`src/rtl/fbrp_pkg.sv`:
```
package fbrp_pkg;

  typedef enum logic [2:0] {
    OFS_RDADDR  = 3'd0,
    OFS_WRADDR  = 3'd1,
    OFS_DATA    = 3'd2,
    OFS_PALSEL  = 3'd3,
    OFS_PALDATA = 3'd4,
    OFS_STATUS  = 3'd5
  } regOfs_t;

  typedef struct packed {
    logic ldRdAddr;
    logic ldWrAddr;
    logic incRd;
    logic wrVram;
    logic ldPalSel;
    logic wrPal;
  } fbStrobes_t;

endpackage

```
`src/rtl/fbrp_ctrl.sv`:
```
module fbrp_ctrl
  import fbrp_pkg::*;
(
  input  logic       regWr,
  input  logic       regRd,
  input  logic [2:0] regAddr,
  output fbStrobes_t strobes
);

  logic rdEn;

  assign rdEn = regRd && !regWr;

  always_comb begin
    strobes = '0;
    if (regWr) begin
      case (regAddr)
        OFS_RDADDR:  strobes.ldRdAddr = 1'b1;
        OFS_WRADDR:  strobes.ldWrAddr = 1'b1;
        OFS_DATA:    strobes.wrVram   = 1'b1;
        OFS_PALSEL:  strobes.ldPalSel = 1'b1;
        OFS_PALDATA: strobes.wrPal    = 1'b1;
        default:     ;
      endcase
    end
    if (rdEn && regAddr == OFS_DATA) strobes.incRd = 1'b1;
  end

endmodule

```
`src/rtl/fbrp_palette.sv`:
```
module fbrp_palette #(
  parameter int IDX_W   = 4,
  parameter int COLOR_W = 12,
  localparam int PAL_N  = 1 << IDX_W
) (
  input  logic               clk,
  input  logic               rstN,
  input  logic               selLd,
  input  logic               entryWr,
  input  logic [IDX_W-1:0]   selValue,
  input  logic [COLOR_W-1:0] colorValue,
  input  logic [IDX_W-1:0]   lookIdx,
  output logic [COLOR_W-1:0] lookRgb
);

  logic [IDX_W-1:0] palSel;
  logic [PAL_N-1:0][COLOR_W-1:0] palMem;

  always_ff @(posedge clk) begin
    if (!rstN) palSel <= '0;
    else if (selLd) palSel <= selValue;
  end

  for (genvar e = 0; e < PAL_N; e++) begin : g_slot
    always_ff @(posedge clk) begin
      if (!rstN) palMem[e] <= '0;
      else if (entryWr && palSel == IDX_W'(e)) palMem[e] <= colorValue;
    end
  end

  always_ff @(posedge clk) begin
    if (!rstN) lookRgb <= '0;
    else lookRgb <= palMem[lookIdx];
  end

  // without a palette data write, no slot changes
  assert_pal_hold_R7: assert property (@(posedge clk) disable iff (!rstN)
    !entryWr |=> $stable(palMem));

  // the slot select moves only on a select write
  assert_sel_hold_R7: assert property (@(posedge clk) disable iff (!rstN)
    !selLd |=> $stable(palSel));

endmodule

```
`src/rtl/fbrp_datapath.sv`:
```
module fbrp_datapath
  import fbrp_pkg::*;
#(
  parameter int H_PIX   = 640,
  parameter int V_LINES = 400,
  parameter int BPP     = 4,
  parameter int DATA_W  = 32,
  parameter int COLOR_W = 12,
  parameter int MODE_ID = 1,
  localparam int PPW    = DATA_W / BPP,
  localparam int WPL    = H_PIX / PPW,
  localparam int FRAME  = WPL * V_LINES,
  localparam int AW     = $clog2(FRAME),
  localparam int SELW   = $clog2(PPW)
) (
  input  logic               clk,
  input  logic               rstN,
  input  fbStrobes_t         strobes,
  input  logic [2:0]         regAddr,
  input  logic [DATA_W-1:0]  regWdata,
  output logic [DATA_W-1:0]  regRdata,
  input  logic               vblank,
  output logic               vramWe,
  output logic [AW-1:0]      vramWaddr,
  output logic [DATA_W-1:0]  vramWdata,
  output logic [AW-1:0]      vramRaddr,
  input  logic [DATA_W-1:0]  vramRdata,
  input  logic [DATA_W-1:0]  scanWord,
  input  logic [SELW-1:0]    scanPixSel,
  output logic [COLOR_W-1:0] pixRgb
);

  logic [AW-1:0]     rdAddr, wrAddr, rdAddrNext, wrAddrNext, loadVal;
  logic              bypassValid;
  logic [DATA_W-1:0] bypassWord, statusWord, scanShifted;
  logic [BPP-1:0]    pixIdx;

  function automatic logic [AW-1:0] stepAddr(input logic [AW-1:0] a);
    return (int'(a) == FRAME - 1) ? '0 : a + 1'b1;
  endfunction

  assign loadVal = (regWdata < DATA_W'(FRAME)) ? regWdata[AW-1:0] : '0;

  always_comb begin
    rdAddrNext = rdAddr;
    if (strobes.ldRdAddr) rdAddrNext = loadVal;
    else if (strobes.incRd) rdAddrNext = stepAddr(rdAddr);
  end

  always_comb begin
    wrAddrNext = wrAddr;
    if (strobes.ldWrAddr) wrAddrNext = loadVal;
    else if (strobes.wrVram) wrAddrNext = stepAddr(wrAddr);
  end

  always_ff @(posedge clk) begin
    if (!rstN) begin
      rdAddr <= '0;
      wrAddr <= '0;
    end else begin
      rdAddr <= rdAddrNext;
      wrAddr <= wrAddrNext;
    end
  end

  // read channel looks one edge ahead so its output matches rdAddr
  assign vramRaddr = rdAddrNext;
  assign vramWe    = strobes.wrVram;
  assign vramWaddr = wrAddr;
  assign vramWdata = regWdata;

  // forward a write that hits the word the RAM is reading at the same edge
  always_ff @(posedge clk) begin
    if (!rstN) begin
      bypassValid <= 1'b0;
      bypassWord  <= '0;
    end else begin
      bypassValid <= strobes.wrVram && (wrAddr == rdAddrNext);
      if (strobes.wrVram && (wrAddr == rdAddrNext)) bypassWord <= regWdata;
    end
  end

  // scan-out pixel extraction: position 0 is the most significant nibble
  assign scanShifted = scanWord >> (BPP * (PPW - 1 - int'(scanPixSel)));
  assign pixIdx      = scanShifted[BPP-1:0];

  fbrp_palette #(
    .IDX_W  (BPP),
    .COLOR_W(COLOR_W)
  ) u_palette (
    .clk       (clk),
    .rstN      (rstN),
    .selLd     (strobes.ldPalSel),
    .entryWr   (strobes.wrPal),
    .selValue  (regWdata[BPP-1:0]),
    .colorValue(regWdata[COLOR_W-1:0]),
    .lookIdx   (pixIdx),
    .lookRgb   (pixRgb)
  );

  always_comb begin
    statusWord = '0;
    statusWord[DATA_W-1 -: 4] = MODE_ID[3:0];
    statusWord[0] = vblank;
  end

  always_comb begin
    case (regAddr)
      OFS_RDADDR: regRdata = DATA_W'(rdAddr);
      OFS_WRADDR: regRdata = DATA_W'(wrAddr);
      OFS_DATA:   regRdata = bypassValid ? bypassWord : vramRdata;
      OFS_STATUS: regRdata = statusWord;
      default:    regRdata = '0;
    endcase
  end

  // a data-port read advances the read latch by exactly one word
  assert_rd_step_R3: assert property (@(posedge clk) disable iff (!rstN)
    strobes.incRd && !strobes.ldRdAddr |=> rdAddr == stepAddr($past(rdAddr)));

  // a data-port write advances the write latch by exactly one word
  assert_wr_step_R4: assert property (@(posedge clk) disable iff (!rstN)
    strobes.wrVram && !strobes.ldWrAddr |=> wrAddr == stepAddr($past(wrAddr)));

  // the read latch holds when neither loaded nor read
  assert_rd_hold_R5: assert property (@(posedge clk) disable iff (!rstN)
    !strobes.ldRdAddr && !strobes.incRd |=> $stable(rdAddr));

  // the write latch holds when neither loaded nor written
  assert_wr_hold_R5: assert property (@(posedge clk) disable iff (!rstN)
    !strobes.ldWrAddr && !strobes.wrVram |=> $stable(wrAddr));

  // both latches stay inside the frame
  assert_addr_range_R6: assert property (@(posedge clk) disable iff (!rstN)
    int'(rdAddr) < FRAME && int'(wrAddr) < FRAME);

endmodule

```
`src/rtl/fb_reg_port.sv`:
```
module fb_reg_port
  import fbrp_pkg::*;
#(
  parameter int H_PIX   = 640,
  parameter int V_LINES = 400,
  parameter int BPP     = 4,
  parameter int DATA_W  = 32,
  parameter int COLOR_W = 12,
  parameter int MODE_ID = 1,
  localparam int PPW    = DATA_W / BPP,
  localparam int AW     = $clog2((H_PIX / PPW) * V_LINES),
  localparam int SELW   = $clog2(PPW)
) (
  input  logic               clk,
  input  logic               rstN,
  input  logic [2:0]         regAddr,
  input  logic               regWr,
  input  logic               regRd,
  input  logic [DATA_W-1:0]  regWdata,
  output logic [DATA_W-1:0]  regRdata,
  input  logic               vblank,
  output logic               vramWe,
  output logic [AW-1:0]      vramWaddr,
  output logic [DATA_W-1:0]  vramWdata,
  output logic [AW-1:0]      vramRaddr,
  input  logic [DATA_W-1:0]  vramRdata,
  input  logic [DATA_W-1:0]  scanWord,
  input  logic [SELW-1:0]    scanPixSel,
  output logic [COLOR_W-1:0] pixRgb
);

  fbStrobes_t strobes;

  fbrp_ctrl u_ctrl (
    .regWr  (regWr),
    .regRd  (regRd),
    .regAddr(regAddr),
    .strobes(strobes)
  );

  fbrp_datapath #(
    .H_PIX  (H_PIX),
    .V_LINES(V_LINES),
    .BPP    (BPP),
    .DATA_W (DATA_W),
    .COLOR_W(COLOR_W),
    .MODE_ID(MODE_ID)
  ) u_datapath (
    .clk       (clk),
    .rstN      (rstN),
    .strobes   (strobes),
    .regAddr   (regAddr),
    .regWdata  (regWdata),
    .regRdata  (regRdata),
    .vblank    (vblank),
    .vramWe    (vramWe),
    .vramWaddr (vramWaddr),
    .vramWdata (vramWdata),
    .vramRaddr (vramRaddr),
    .vramRdata (vramRdata),
    .scanWord  (scanWord),
    .scanPixSel(scanPixSel),
    .pixRgb    (pixRgb)
  );

endmodule

```
`config.mk`:
```
export PLATFORM = sky130hd
export DESIGN_NAME = fb_reg_port
export DESIGN_NICKNAME = d
export VERILOG_FILES = /design/src/rtl/fbrp_pkg.sv /design/src/rtl/fbrp_ctrl.sv /design/src/rtl/fbrp_palette.sv /design/src/rtl/fbrp_datapath.sv /design/src/rtl/fb_reg_port.sv
export SDC_FILE = /design/constraint.sdc
export NUM_CORES = 1
export LEC_CHECK = 0
export ABC_AREA = 1
export BUFFER_PORTS_ARGS = -buffer_cell sky130_fd_sc_hd__buf_4
export CAP_MARGIN = 40
export CELL_PAD_IN_SITES_DETAIL_PLACEMENT = 0
export CELL_PAD_IN_SITES_GLOBAL_PLACEMENT = 1
export CORE_MARGIN = 5
export CORE_UTILIZATION = 40
export CTS_CLUSTER_SIZE = 25
export DETAILED_ROUTE_END_ITERATION = 16
export PLACE_DENSITY_LB_ADDON = 0.1
export SLEW_MARGIN = 0
export SYNTH_ARGS = -nofsm -noshare
export SYNTH_HDL_FRONTEND = slang
export SYNTH_SLANG_ARGS = --single-unit
```
`constraint.sdc`:
```
create_clock -name clk -period 2.7 [get_ports clk]
set_input_delay 0.54 -clock clk [delete_from_list [all_inputs] [get_ports clk]]
set_output_delay 0.54 -clock clk [all_outputs]
set_load 0.005 [all_outputs]
```
==> impl_results.md <==
- 1st-iter DRT viols: 1153
- Register bit total from synthesis: 271
- Clock Tree Buf Depth: 3
- CP endpoint: vramRaddr[14]
- Wire length per cell: 18.7 um
- Worst r2r src: u_datapath.rdAddr[0]$_SDFF_PN0_
- Count leader, synth: nor2_1
- Crit path max-delay family: simple AND/OR/NAND/NOR gates
- Post-CTS Hold Buffers: 0
- Diodes inserted: 0
- Final Skew: 0.00897 ns
- PwrDens: roughly 540 mW/mm2
- Clk Latency, worst-skew pair: 0.58 ns
- Outcome: complete, but fails checks
- IR drop worst, VDD: 0.497 mV
- Synth area leader: dfxtp_1
- Cts bufs inserted: 31
- H-tree Lvls: 1
- Final global-route overflow total: 0
- Pin count of the biggest net entering global routing: 66
- TNS Setup: -0.313 ns
- LEAKAGE: 7.85 nW
- Clk root buf: clkbuf_16
- CP max stage cell: dfxtp_4
- Max-cap viol count: 0
- CP Max Fanout: 5
- Fin crit share: 104%
- Final Hold Vio Count: 0
- EDFF count, synth: 0
- RSZ-0062 raised after global routing: yes
- WL final: 52100 um
- Worst setup EP type: output pin
- FF+latch area: 0.00544 mm2
- Die area: around 0.038 mm2
- Crit path buffers/inverters: 5
- HPWL Detailed: roughly 35000 um
- # DRC: 0
- Yosys cell types: 35
- Hold depth: 3
- Crit path launch: u_datapath.rdAddr[0]$_SDFF_PN0_
- # rows: 67
- Setup Crit Path Kind: flop to output pin
- Clk slew on worst S/H paths: approximately 0.050 ns
- Number of top-level pins: 214
- Area grow syn2layout: 30.8%
- Core ar.: 0.0336 mm2
- Cell repeated most along the worst path: buf_6
- WP depth: 12
- Most instantiated cells after synthesis: nor2_1, nand2_1, o21ai_0
- Worst-margin pin slew: 0.589 ns
- Post-synthesis sequential area ratio: 39.7%
- Fillers: 3336
- Post-Route Utilization: approximately 53%
- Violated checks: negative setup slack
- CP Data Required Time: 2.16 ns
- Worst hold-check path type: primary input to flop
- Final ANT Viol Nets: 0
- Initial core utilization: 40.7%
- Die width: 195 um
- Dpl ws: -0.189 ns
- Multi-input logic area: around 0.0069 mm2
- Cell area after synthesis: about 0.014 mm2
- 1st-pass router iterations: 5
- Post-synth top flop: dfxtp_1
- Reg-to-reg slack, setup: around 0.020 ns
- Vias in the first global route: 13600
- Final setup violation count: 8
- Rel. slew slack: 60.7%
- Initial antenna violation count: 0
- WP data arrival: 2.26 ns
- Max Slew Vio Count: 0
- Setup ws final: -0.0966 ns
- Vias: 14800
- Total Power: 0.00961 W
- Final min period: 2.80 ns
- Share of cells above drive strength 1: 22.7%
- All-layer global routing usage: 25.6%
- CP Launch Type: flop
- # clock sinks: 271
- Post-synth top area share: 39.7%
- Placer Congestion: 0.952
- Async S/R FF share, synth: 0%
- PortBufs: 213
- Placed instance count: 2688
- Critical path's largest stage delay: about 0.36 ns
- First-pass GRT wire length: 79400 um
- Critical-path cell list: ha_4 -> inv_4 -> nor2_4 -> nand2_4 -> nor2_4 -> buf_6 -> buf_6 -> nand4_1 -> nand3_2 -> o21ai_2 -> buf_4 -> buf_6
- Avg Cell Area, Syn: 6.62 um2
- Die Y-Extent: 195 um
- Routed vias/inst: 5.31
- Synthesized net count: 2175
- Syn Inst Count: 2066
- F_max: 0.358 GHz
- Synth warn: 0
- Synth top area cells: dfxtp_1, o21ai_0, nor2_1
- CTS tree: done
- Reg2Reg Depth: 20
- Non-Filler Instances: ~2800
- Nets: 2420
- Worst R2R End: u_datapath.bypassWord[20]$_SDFFE_PN0P_
## placed cells by master (no fill, tap or decap), types with 15 or more instances in the layout
cell type and n:
nand2_1 298, o21ai_0 304, nand3_1 95, buf_4 349, clkbuf_16 36, nor2_1 296
buf_12 15, a21oi_1 214, o221ai_1 33, dfxtp_1 263, inv_1 201, nor2_2 29
o211ai_1 40, nand2_2 23
## cell families (layout without fill, tap and decap cells)
group	Yosys count	after routing	synth area share (%)
flip-flops	271	271	39.7
adder cells (fa/ha/maj)	2	2	0.183
AO/OA/AOI/OAI	617	617	24.7
buffers and inverters	384	649	11.9
XOR/XNOR	6	6	0.384
AND/OR/NAND/NOR	786	787	23.3
## final cells by class
class                   count  share of cell area, %
multi-input cells        1412                   38.8
flip-flops and latches    271                   30.4
repair buffers            379                   17.7
clock buffers              48                   5.20
inverters                 216                   4.57
well taps                 448                   3.13
clock inverters             6                  0.252
## worst reg2reg max path: cells and delay by family (launching register included)
family | cells | cell delay (ns)
flip-flops | 1 | 0.36
adder cells (fa/ha/maj) | 1 | 0.15
buffers and inverters | 5 | 0.63
AO/OA/AOI/OAI | 1 | 0.14
AND/OR/NAND/NOR | 13 | 1.29
## through the flow
| step | hold slack [ns] | area, um2 |
|---|---|---|
| floorplan | 0.424 | 13700 |
| global placement | 0.431 | 16200 |
| finish | 0.209 | 17900 |
| global route | 0.223 | 17900 |
| CTS | 0.206 | 17300 |
| detailed placement | 0.437 | 16200 |
## metal layers
| metal | routed length [um] | vias to the layer above | global-route usage (%) | part of all wire (%) |
|---|---|---|---|---|
| met3 | 3880 | 74 | 4.05 | 7.5 |
| li1 | - | 7259 | - | - |
| met1 | 24600 | 6862 | 38.6 | 47 |
| met4 | 1070 | 0 | 5.90 | 2.1 |
| met5 | 0 | - | 0 | 0 |
| met2 | 22600 | 564 | 38.4 | 43 |
## report_power, final
group | switching, W | total, W | internal [W]
combinational | 0.000873 | 0.00145 | 0.000573
sequential | 0.0000342 | 0.00409 | 0.00406
clock | 0.00173 | 0.00408 | 0.00235
## worst min path at each step
| stage | from | endpoint | slack (ns) |
|---|---|---|---|
| after global placement | u_datapath.u_palette.palMem[15]$_SDFFE_PN0P_ | u_datapath.u_palette.palMem[15]$_SDFFE_PN0P_ | 0.43 |
| after global routing | regWdata[27] | u_datapath.bypassWord[27]$_SDFFE_PN0P_ | 0.22 |
| final | regWdata[28] | u_datapath.bypassWord[28]$_SDFFE_PN0P_ | 0.21 |
| after floorplan | u_datapath.u_palette.palMem[14]$_SDFFE_PN0P_ | u_datapath.u_palette.palMem[14]$_SDFFE_PN0P_ | 0.42 |
| after detailed placement | u_datapath.u_palette.palMem[15]$_SDFFE_PN0P_ | u_datapath.u_palette.palMem[15]$_SDFFE_PN0P_ | 0.44 |
| after CTS | regWdata[30] | u_datapath.bypassWord[30]$_SDFFE_PN0P_ | 0.21 |
## registers in the layout, summed over array words and instances (netlist names)
register                      count
u_datapath.u_palette.palMem     192
u_datapath.bypassWord            32
u_datapath.u_palette.lookRgb     12
u_datapath.bypassValid            1
u_datapath.rdAddr                15
u_datapath.vramWaddr             15
u_datapath.u_palette.palSel       4
## what timing repair did
action,in CTS,in global routing
resized for setup,28,85
pin swaps,6,28
gates cloned,0,9
buffers inserted,11,25
setup endpoints to repair,14,51
Power figures use the tool's default switching activity.
